**src/rtl/ss_pkg.sv**
```systemverilog
package ss_pkg;
  // Bundle of the three sampled SPI input lines
  typedef struct packed {
    logic sclk;
    logic cs_n;
    logic mosi;
  } spi_lines_t;

  // Idle levels: serial clock low, chip select inactive (high), data low
  localparam spi_lines_t LINES_IDLE = '{sclk: 1'b0, cs_n: 1'b1, mosi: 1'b0};
endpackage

```
**src/rtl/ss_sync.sv**
```systemverilog
module ss_sync #(
  parameter int             STAGES = 3,
  parameter int             WIDTH  = 3,
  parameter logic [WIDTH-1:0] IDLE = '0
) (
  input  logic             clk,
  input  logic             rst,
  input  logic [WIDTH-1:0] d_i,
  output logic [WIDTH-1:0] q_o
);
  // Chain of flops; entry 0 samples the pin, the last entry feeds logic.
  logic [STAGES-1:0][WIDTH-1:0] chain_q;

  always_ff @(posedge clk) begin
    if (rst) begin
      for (int s = 0; s < STAGES; s++) chain_q[s] <= IDLE;
    end else begin
      chain_q[0] <= d_i;
      for (int s = 1; s < STAGES; s++) chain_q[s] <= chain_q[s-1];
    end
  end

  assign q_o = chain_q[STAGES-1];


  sync_idle_chk: assert property (@(posedge clk) disable iff (rst)
    $past(rst) |-> (q_o == IDLE));
endmodule

```
**src/rtl/ss_edge.sv**
```systemverilog
module ss_edge
  import ss_pkg::*;
(
  input  logic       clk,
  input  logic       rst,
  input  spi_lines_t lines_i,
  output logic       sel_o,
  output logic       cs_fall_o,
  output logic       sclk_rise_o,
  output logic       sclk_fall_o,
  output logic       bit_o
);
  // History: newest synchronized sample and the one before it
  spi_lines_t cur_q;
  logic       prev_sclk_q;
  logic       prev_cs_n_q;

  always_ff @(posedge clk) begin
    if (rst) begin
      cur_q       <= LINES_IDLE;
      prev_sclk_q <= LINES_IDLE.sclk;
      prev_cs_n_q <= LINES_IDLE.cs_n;
    end else begin
      cur_q       <= lines_i;
      prev_sclk_q <= cur_q.sclk;
      prev_cs_n_q <= cur_q.cs_n;
    end
  end

  assign sel_o       = ~cur_q.cs_n;
  assign cs_fall_o   = prev_cs_n_q & ~cur_q.cs_n;
  assign sclk_rise_o = cur_q.sclk & ~prev_sclk_q;
  assign sclk_fall_o = ~cur_q.sclk & prev_sclk_q;
  assign bit_o       = cur_q.mosi;


  rise_single_chk: assert property (@(posedge clk) disable iff (rst)
    sclk_rise_o |=> !sclk_rise_o);
endmodule

```
**src/rtl/ss_rx.sv**
```systemverilog
module ss_rx #(
  parameter int DATA_W = 8
) (
  input  logic              clk,
  input  logic              rst,
  input  logic              sel_i,
  input  logic              rise_i,
  input  logic              bit_i,
  output logic [DATA_W-1:0] rx_data_o,
  output logic              rx_valid_o
);
  localparam int CNT_W = $clog2(DATA_W);
  localparam logic [CNT_W-1:0] LAST = CNT_W'(DATA_W - 1);

  logic [DATA_W-1:0] shreg_q;
  logic [CNT_W-1:0]  cnt_q;
  logic [DATA_W-1:0] next_sh;

  assign next_sh = {shreg_q[DATA_W-2:0], bit_i};

  always_ff @(posedge clk) begin
    if (rst) begin
      shreg_q    <= '0;
      cnt_q      <= '0;
      rx_data_o  <= '0;
      rx_valid_o <= 1'b0;
    end else begin
      rx_valid_o <= 1'b0;
      if (!sel_i) begin
        shreg_q <= '0;
        cnt_q   <= '0;
      end else if (rise_i) begin
        shreg_q <= next_sh;
        if (cnt_q == LAST) begin
          cnt_q      <= '0;
          rx_data_o  <= next_sh;
          rx_valid_o <= 1'b1;
        end else begin
          cnt_q <= cnt_q + 1'b1;
        end
      end
    end
  end


  rx_pulse_chk: assert property (@(posedge clk) disable iff (rst)
    rx_valid_o |=> !rx_valid_o);

  rx_framed_chk: assert property (@(posedge clk) disable iff (rst)
    rx_valid_o |-> $past(sel_i));
endmodule

```
**src/rtl/ss_tx.sv**
```systemverilog
module ss_tx #(
  parameter int DATA_W = 8
) (
  input  logic              clk,
  input  logic              rst,
  input  logic              sel_i,
  input  logic              cs_fall_i,
  input  logic              rise_i,
  input  logic              fall_i,
  input  logic [DATA_W-1:0] tx_data_i,
  output logic              miso_o,
  output logic              tx_ready_o
);
  localparam int CNT_W = $clog2(DATA_W);
  localparam logic [CNT_W-1:0] LAST = CNT_W'(DATA_W - 1);

  logic [DATA_W-1:0] shreg_q;
  logic [CNT_W-1:0]  cnt_q;
  logic              reload_q;

  always_ff @(posedge clk) begin
    if (rst) begin
      shreg_q    <= '0;
      cnt_q      <= '0;
      reload_q   <= 1'b0;
      miso_o     <= 1'b0;
      tx_ready_o <= 1'b0;
    end else begin
      tx_ready_o <= 1'b0;
      if (!sel_i) begin
        shreg_q  <= '0;
        cnt_q    <= '0;
        reload_q <= 1'b0;
        miso_o   <= 1'b0;
      end else if (cs_fall_i) begin
        shreg_q    <= tx_data_i;
        miso_o     <= tx_data_i[DATA_W-1];
        tx_ready_o <= 1'b1;
        cnt_q      <= '0;
        reload_q   <= 1'b0;
      end else begin
        if (rise_i) begin
          if (cnt_q == LAST) begin
            cnt_q    <= '0;
            reload_q <= 1'b1;
          end else begin
            cnt_q <= cnt_q + 1'b1;
          end
        end
        if (fall_i) begin
          if (reload_q) begin
            shreg_q    <= tx_data_i;
            miso_o     <= tx_data_i[DATA_W-1];
            tx_ready_o <= 1'b1;
            reload_q   <= 1'b0;
          end else begin
            shreg_q <= {shreg_q[DATA_W-2:0], 1'b0};
            miso_o  <= shreg_q[DATA_W-2];
          end
        end
      end
    end
  end


  tx_pulse_chk: assert property (@(posedge clk) disable iff (rst)
    tx_ready_o |=> !tx_ready_o);
endmodule

```
**src/rtl/spi_sampled_slave.sv**
```systemverilog
module spi_sampled_slave
  import ss_pkg::*;
#(
  parameter int DATA_W      = 8,
  parameter int SYNC_STAGES = 3
) (
  input  logic              clk,
  input  logic              rst,
  input  logic              sclk_i,
  input  logic              cs_n_i,
  input  logic              mosi_i,
  input  logic [DATA_W-1:0] tx_data_i,
  output logic              miso_o,
  output logic              tx_ready_o,
  output logic [DATA_W-1:0] rx_data_o,
  output logic              rx_valid_o
);
  localparam int LINES_W = $bits(spi_lines_t);

  spi_lines_t pins_w, synced_w;
  logic sel_w, cs_fall_w, rise_w, fall_w, bit_w;

  assign pins_w = '{sclk: sclk_i, cs_n: cs_n_i, mosi: mosi_i};

  ss_sync #(.STAGES(SYNC_STAGES), .WIDTH(LINES_W), .IDLE(LINES_IDLE)) u_sync (
    .clk(clk), .rst(rst), .d_i(pins_w), .q_o(synced_w)
  );

  ss_edge u_edge (
    .clk(clk), .rst(rst), .lines_i(synced_w),
    .sel_o(sel_w), .cs_fall_o(cs_fall_w),
    .sclk_rise_o(rise_w), .sclk_fall_o(fall_w), .bit_o(bit_w)
  );

  ss_rx #(.DATA_W(DATA_W)) u_rx (
    .clk(clk), .rst(rst), .sel_i(sel_w), .rise_i(rise_w), .bit_i(bit_w),
    .rx_data_o(rx_data_o), .rx_valid_o(rx_valid_o)
  );

  ss_tx #(.DATA_W(DATA_W)) u_tx (
    .clk(clk), .rst(rst), .sel_i(sel_w), .cs_fall_i(cs_fall_w),
    .rise_i(rise_w), .fall_i(fall_w), .tx_data_i(tx_data_i),
    .miso_o(miso_o), .tx_ready_o(tx_ready_o)
  );


  rx_from_rise_chk: assert property (@(posedge clk) disable iff (rst)
    rx_valid_o |-> $past(rise_w));

  ready_cause_chk: assert property (@(posedge clk) disable iff (rst)
    tx_ready_o |-> $past(cs_fall_w || fall_w));
endmodule

```
**config.mk**
```make
export PLATFORM = sky130hd
export DESIGN_NAME = spi_sampled_slave
export DESIGN_NICKNAME = d
export VERILOG_FILES = /design/src/rtl/ss_pkg.sv /design/src/rtl/ss_sync.sv /design/src/rtl/ss_edge.sv /design/src/rtl/ss_rx.sv /design/src/rtl/ss_tx.sv /design/src/rtl/spi_sampled_slave.sv
export SDC_FILE = /design/constraint.sdc
export NUM_CORES = 1
export LEC_CHECK = 0
export ABC_CLOCK_PERIOD_IN_PS = 1600
export CORE_MARGIN = 2
export CORE_UTILIZATION = 50
export DETAILED_ROUTE_END_ITERATION = 8
export DONT_BUFFER_PORTS = 1
export PLACE_DENSITY_LB_ADDON = 0.05
export SYNTH_ARGS = -nofsm -noshare
export SYNTH_HDL_FRONTEND = slang
export SYNTH_SLANG_ARGS = --single-unit
```
**constraint.sdc**
```tcl
create_clock -name clk -period 1.6 [get_ports clk]
set_input_delay 0.48 -clock clk [delete_from_list [all_inputs] [get_ports clk]]
set_output_delay 0.48 -clock clk [all_outputs]
set_load 0.02 [all_outputs]
```
### Word-level counts from Yosys, hierarchy flattened

Cells that the tools add are included.

| storage, ports and cells | value |
|---|---|
| flip-flop bits (word level) | 46 |
| bits of input ports | 13 |

| operators by class | value |
|---|---|
| muxes and demuxes | 16 |
| reduce and logical (&&, ||, !) cells | 5 |
| bitwise gates (word level) | 7 |
| equal/unequal tests | 2 |
| $add $sub $neg | 2 |

Operators by type and width:

| operator | number |
|---|---|
| two-way mux 7 bit | 3 |
| two-way mux 1 bit | 11 |
| adder 3 x 1 -> 3 bit, second input constant | 2 |
| == test 3 bit, second input constant | 2 |
| two-way mux 3 bit | 2 |
| OR reduction 3 bit | 2 |
| inverter 1 bit | 4 |
| bitwise AND 1 bit | 3 |
| AND reduction 3 bit | 1 |
| nonzero test 2 bit | 1 |
| OR reduction 2 bit | 1 |

### Longest topological paths before layout

| depth | value |
|---|---|
| depth after elaboration | 5 |
| mapped depth | 6 |
| depth with buffers taken out | 5 |

### By module

Synthesis repeated with hierarchy kept, for this count alone.

| unflattened totals | value |
|---|---|
| cells, all modules | 176 |
| area total of the unflattened synthesis | 1830.5 µm² |

By module, submodules not included:

| module | area an instance (µm²) | cells an instance | instances |
|---|---|---|---|
| ss_rx | 773.2 | 74 | 1 |
| ss_tx | 636.9 | 67 | 1 |
| ss_sync | 259.0 | 21 | 1 |
| ss_edge | 161.4 | 14 | 1 |

### Least setup slack after synthesis

OpenSTA, ideal clock, no wires.

| timing path | value |
|---|---|
| path type | reg2reg |
| start point | register u_rx.cnt_q[0] |
| end point | register u_rx.rx_data_o[0] |
| path slack | 0.303 ns |
| setup time | 0.132 ns |
| data arrival time | 1.166 ns |
| path buffers | 1 |
| stages on the path, launching flop included | 7 |
| cell sequence | dfxtp_1 -> ha_1 -> ha_1 -> and4bb_2 -> buf_2 -> nand2_1 -> a21oi_1 |

| on the way | value |
|---|---|
| cells in the longest elaborated chain, start to end | 2 |

Ends and longest elaborated chain:

| item | RTL line | RTL |
|---|---|---|
| from (decl) | ss_rx.sv:16 | `logic [CNT_W-1:0] cnt_q;` |
| from (signal assigned) | ss_rx.sv:39 | `cnt_q <= cnt_q + 1'b1;` |
| == test 3 bit | ss_rx.sv:34 | `if (cnt_q == LAST) begin` |
| AND reduction 3 bit (no line) | - |  |
| to (signal assigned) | ss_rx.sv:36 | `rx_data_o <= next_sh;` |
| to (decl) | ss_rx.sv:9 | `output logic [DATA_W-1:0] rx_data_o,` |

Every way passes these cells.
A chain may end at the register's enable or synchronous reset.

### Worst setup path after layout

| timing path | value |
|---|---|
| start point | register u_rx.cnt_q[0] |
| end point | register u_rx.rx_data_o[7] |

Same word-level chain as after synthesis.

==> summary.md <==
| Metric | Value |
|---|---|
| Status | complete, no violations |
| Cell mode on critical path | ha_1 |
| Setup Slack @ Placement | 0.1871 ns |
| Max_cap viols | 0 |
| Crit path DAT | 1.68 ns |
| Grt met3 use | 5.903% |
| I/O Buffers | 0 |
| I/O pin cnt | 24 |
| Main combinational cell family by area after synthesis | simple AND/OR/NAND/NOR gates |
| Drt first-iter violations | 68 |
| Static Leak | 0.6401 nW |
| Mapped Nets | 207 |
| # diodes | 0 |
| P&R area growth vs syn | 3.632% |
| Buf+Inv Stages, Crit Path | 0 |
| Initial Util | 53.44% |
| Reg2reg start | u_rx.cnt_q[0] |
| Initial antenna violation count | 0 |
| Critical path class | reg -> reg |
| Largest net degree at the start of global routing | 24 |
| Mapped Area | 0.001826 mm^2 |
| Rel. slew slack | 64.07% |
| Synth area leader | dfxtp_1 |
| Avg Inst Size Synth | 9.608 um^2 |
| Tot GR Track Use | 16.40% |
| Worst r2r dst | u_rx.rx_data_o[7] |
| Commonest non-fill, non-tap cell in the layout | dfxtp_1 |
| Hold WS | between 0.15 and 0.2 ns |
| Total negative slack | 0 ns |
| Seq/Total Area, Yosys | 50.45% |
| Met2 Usage GRT | 27.73% |
| XOR/XNOR share of the synthesized area | 0% |
| Share of cells above drive strength 1 | 18.95% |
| Final WS setup | 0.1878 ns |
| Share of Yosys cell area claimed by the top area cell type | around half |
| Post-Synthesis Cells | 190 |
| Slowest-stage cell, CP | dfxtp_1 |
| Nets | 206 |
| Clock transition at path regs | 0.14 ns |
| DRT Pass-1 Iters | 4 |
| Vias in the first global route | 1174 |
| CTS Hold Buffers Added | 0 |
| #FFs+latches synth | 46 |
| Cell row count | 21 |
| CTS H-tree depth | 2 |
| Req. time, crit path | 1.87 ns |
| Post-cts sizing count | 0 |
| Post-Synth Adder-Cell Area | 2.742% |
| Unique masters post-synth | 29 |
| Max FO, Critical Path | 9 |
| Gr ovfl total | 0 |
| Worst R2R Setup Slack | ~0.19 ns |
| CTS tree | built |
| ANT nets after route | 0 |
| Area after DPL | 0.001829 mm^2 |
| Worst skew pair latency | roughly 0.36 ns |
| Clock root buffer | clkbuf_4 |
| Max incr delay on CP | about 0.39 ns |
| Endpoint type of the worst setup path | register |
| GR peak layer | met2 |
| Pwr dens | 932.7 mW/mm^2 |
| CTS Buffer Depth | 2 |
| Worst min-delay path class | in -> reg |
| Crit-path cells | ha_1 -> ha_1 -> nand4bb_1 -> nand2_1 -> a21oi_1 |
| Hold path cells | 1 |
| Die Y | 64.43 um |
| First-pass GRT wire length | 5202 um |
| Final Instance Area | 0.001892 mm^2 |
| # DRC | 0 |
| VDD IR max | 0.6154 mV |
| Least-Margin Pin Slew | 0.5382 ns |
| CTS Buf Count | 5 |
| Layout fillers | between 300 and 400 |
| Largest cells by area after synthesis | dfxtp_1 50%, nand2_1 7.2%, nor2b_1 5.8% |
| Chip width | 64.43 um |
| RD Place Congestion | between 0.7 and 0.8 |
| Final hold vios | 0 |
| Full die area | 0.004151 mm^2 |
| Core ar. | 0.003416 mm^2 |
| CP delay by family, top | simple AND/OR/NAND/NOR gates |
| Via count | 1231 |
| Hold wc startpoint | rst |
| DR WL/cell | 12.69 um |
| Sink Count | 46 |
| FF-to-FF path depth | 5 |
| Crit share post-route | between 80% and 90% |
| Fmax | roughly 710 MHz |
| Hold Crit Endpoint | u_sync.chain_q[2] |
| Crit start category | register |
| Setup Skew | ~0.0085 ns |
| Syn. warnings | 0 |
| DRT Wirelength | 2994 um |
| Setup violators final | 0 |
| Vias per inst | 5.216 |
| RSZ-0062 raised after global routing | false |
| Commonest cells after routing, fill and taps aside | 46 x dfxtp_1, 35 x nand2_1, 18 x a21oi_1 |
| Post-CTS Setup Bufs | 0 |
| Post-synthesis compound-gate area fraction | 14.53% |
| Post-Route Utilization | around 55% |
| Met1 Usage GRT | 18.62% |
| Final Max Tran Viols | 0 |
| Final worst path period need | 1.412 ns |
| Post-synthesis mux area share | around 2.2% |
| Hpwl dp | 2023 um |
| Post-Synth Simple-Gate Area | 25.09% |
[cells by family (layout without fill, tap and decap cells)]
logic type / Yosys count / after routing
AO/OA/AOI/OAI: 41 / 41
AND/OR/NAND/NOR: 82 / 82
multiplexers: 4 / 4
adder cells (fa/ha/maj): 4 / 4
flip-flops: 46 / 46
buffers and inverters: 13 / 13
[cell usage after synthesis]
library cell,n
o21ai_1,7
dfxtp_1,46
buf_12,1
buf_6,2
and2b_4,1
a21oi_1,18
nor2b_1,17
o21ai_2,1
clkbuf_1,3
or2_2,4
nor3_1,2
mux2i_1,4
or2_1,1
nand2_1,35
o21ai_0,6
nand4bb_1,1
nand2b_1,3
ha_1,4
nor2_1,5
and2b_1,1
and4bb_2,1
clkbuf_2,1
nand3_1,2
a211oi_2,7
a31oi_1,1
nor3_2,9
buf_4,1
a22oi_1,1
buf_2,5
[stage by stage]
step / cells / power [mW]
6_report: 236 / 1.764
5_1_grt: 236 / 1.830
4_1_cts: 236 / 1.788
3_5_place_dp: 228 / 1.219
3_3_place_gp: 228 / 1.218
2_1_floorplan: 190 / 1.221
[worst max-delay path by stage]
stage | depth (start not counted) | end | slack, ns | start
floorplan | 6 | u_rx.rx_data_o[0] | 0.30 | u_rx.cnt_q[0]
global placement | 5 | u_rx.rx_data_o[1] | 0.27 | u_rx.cnt_q[0]
detailed placement | 5 | u_rx.rx_data_o[7] | 0.19 | u_rx.cnt_q[0]
CTS | 5 | u_rx.rx_data_o[7] | 0.16 | u_rx.cnt_q[0]
global route | 5 | u_rx.rx_data_o[7] | 0.03 | u_rx.cnt_q[0]
finish | 5 | u_rx.rx_data_o[7] | 0.19 | u_rx.cnt_q[0]
[layout make-up]
class	instances	area [um^2]	share of cell area (%)
Clock buffer	5	37.54	1.984
Clock inverter	3	25.02	1.323
Multi-Input combinational cell	131	813.3	42.99
Timing Repair Buffer	5	37.54	1.984
Tap cell	46	57.56	3.042
Sequential cell	46	920.9	48.68
[power by group]
| group | switching [mW] | internal, mW | total [mW] |
|---|---|---|---|
| Combinational | 0.0175 | 0.0159 | 0.0334 |
| Sequential | 0.00340 | 1.16 | 1.16 |
| Clock | 0.392 | 0.180 | 0.571 |
| Total | 0.413 | 1.35 | 1.76 |
[state kept, by name, summed over array words and instances, names as in the netlist]
register and cells:
u_edge.prev_cs_n_q 1, u_edge.bit_o 1, u_edge.prev_sclk_q 1, u_rx.shreg_q 7, u_tx.miso_o 1, u_tx.tx_ready_o 1
u_edge.cur_q 2, u_rx.rx_data_o 8, u_tx.shreg_q 7, u_sync.chain_q 6, u_sync.q_o 3, u_rx.cnt_q 3
u_rx.rx_valid_o 1, u_tx.cnt_q 3, u_tx.reload_q 1
[layer usage]
layer	vias up	routed length, um
met1	567	1399
met4	0	61
met5	-	0
li1	635	-
met2	24	1413
met3	5	119
[worst register-to-register path, stage by stage (launching register included)]
cell	delay, ns
dfxtp_1	0.39
ha_1	0.16
ha_1	0.18
nand4bb_1	0.35
nand2_1	0.17
a21oi_1	0.08
(Power assumes the default switching activity.)
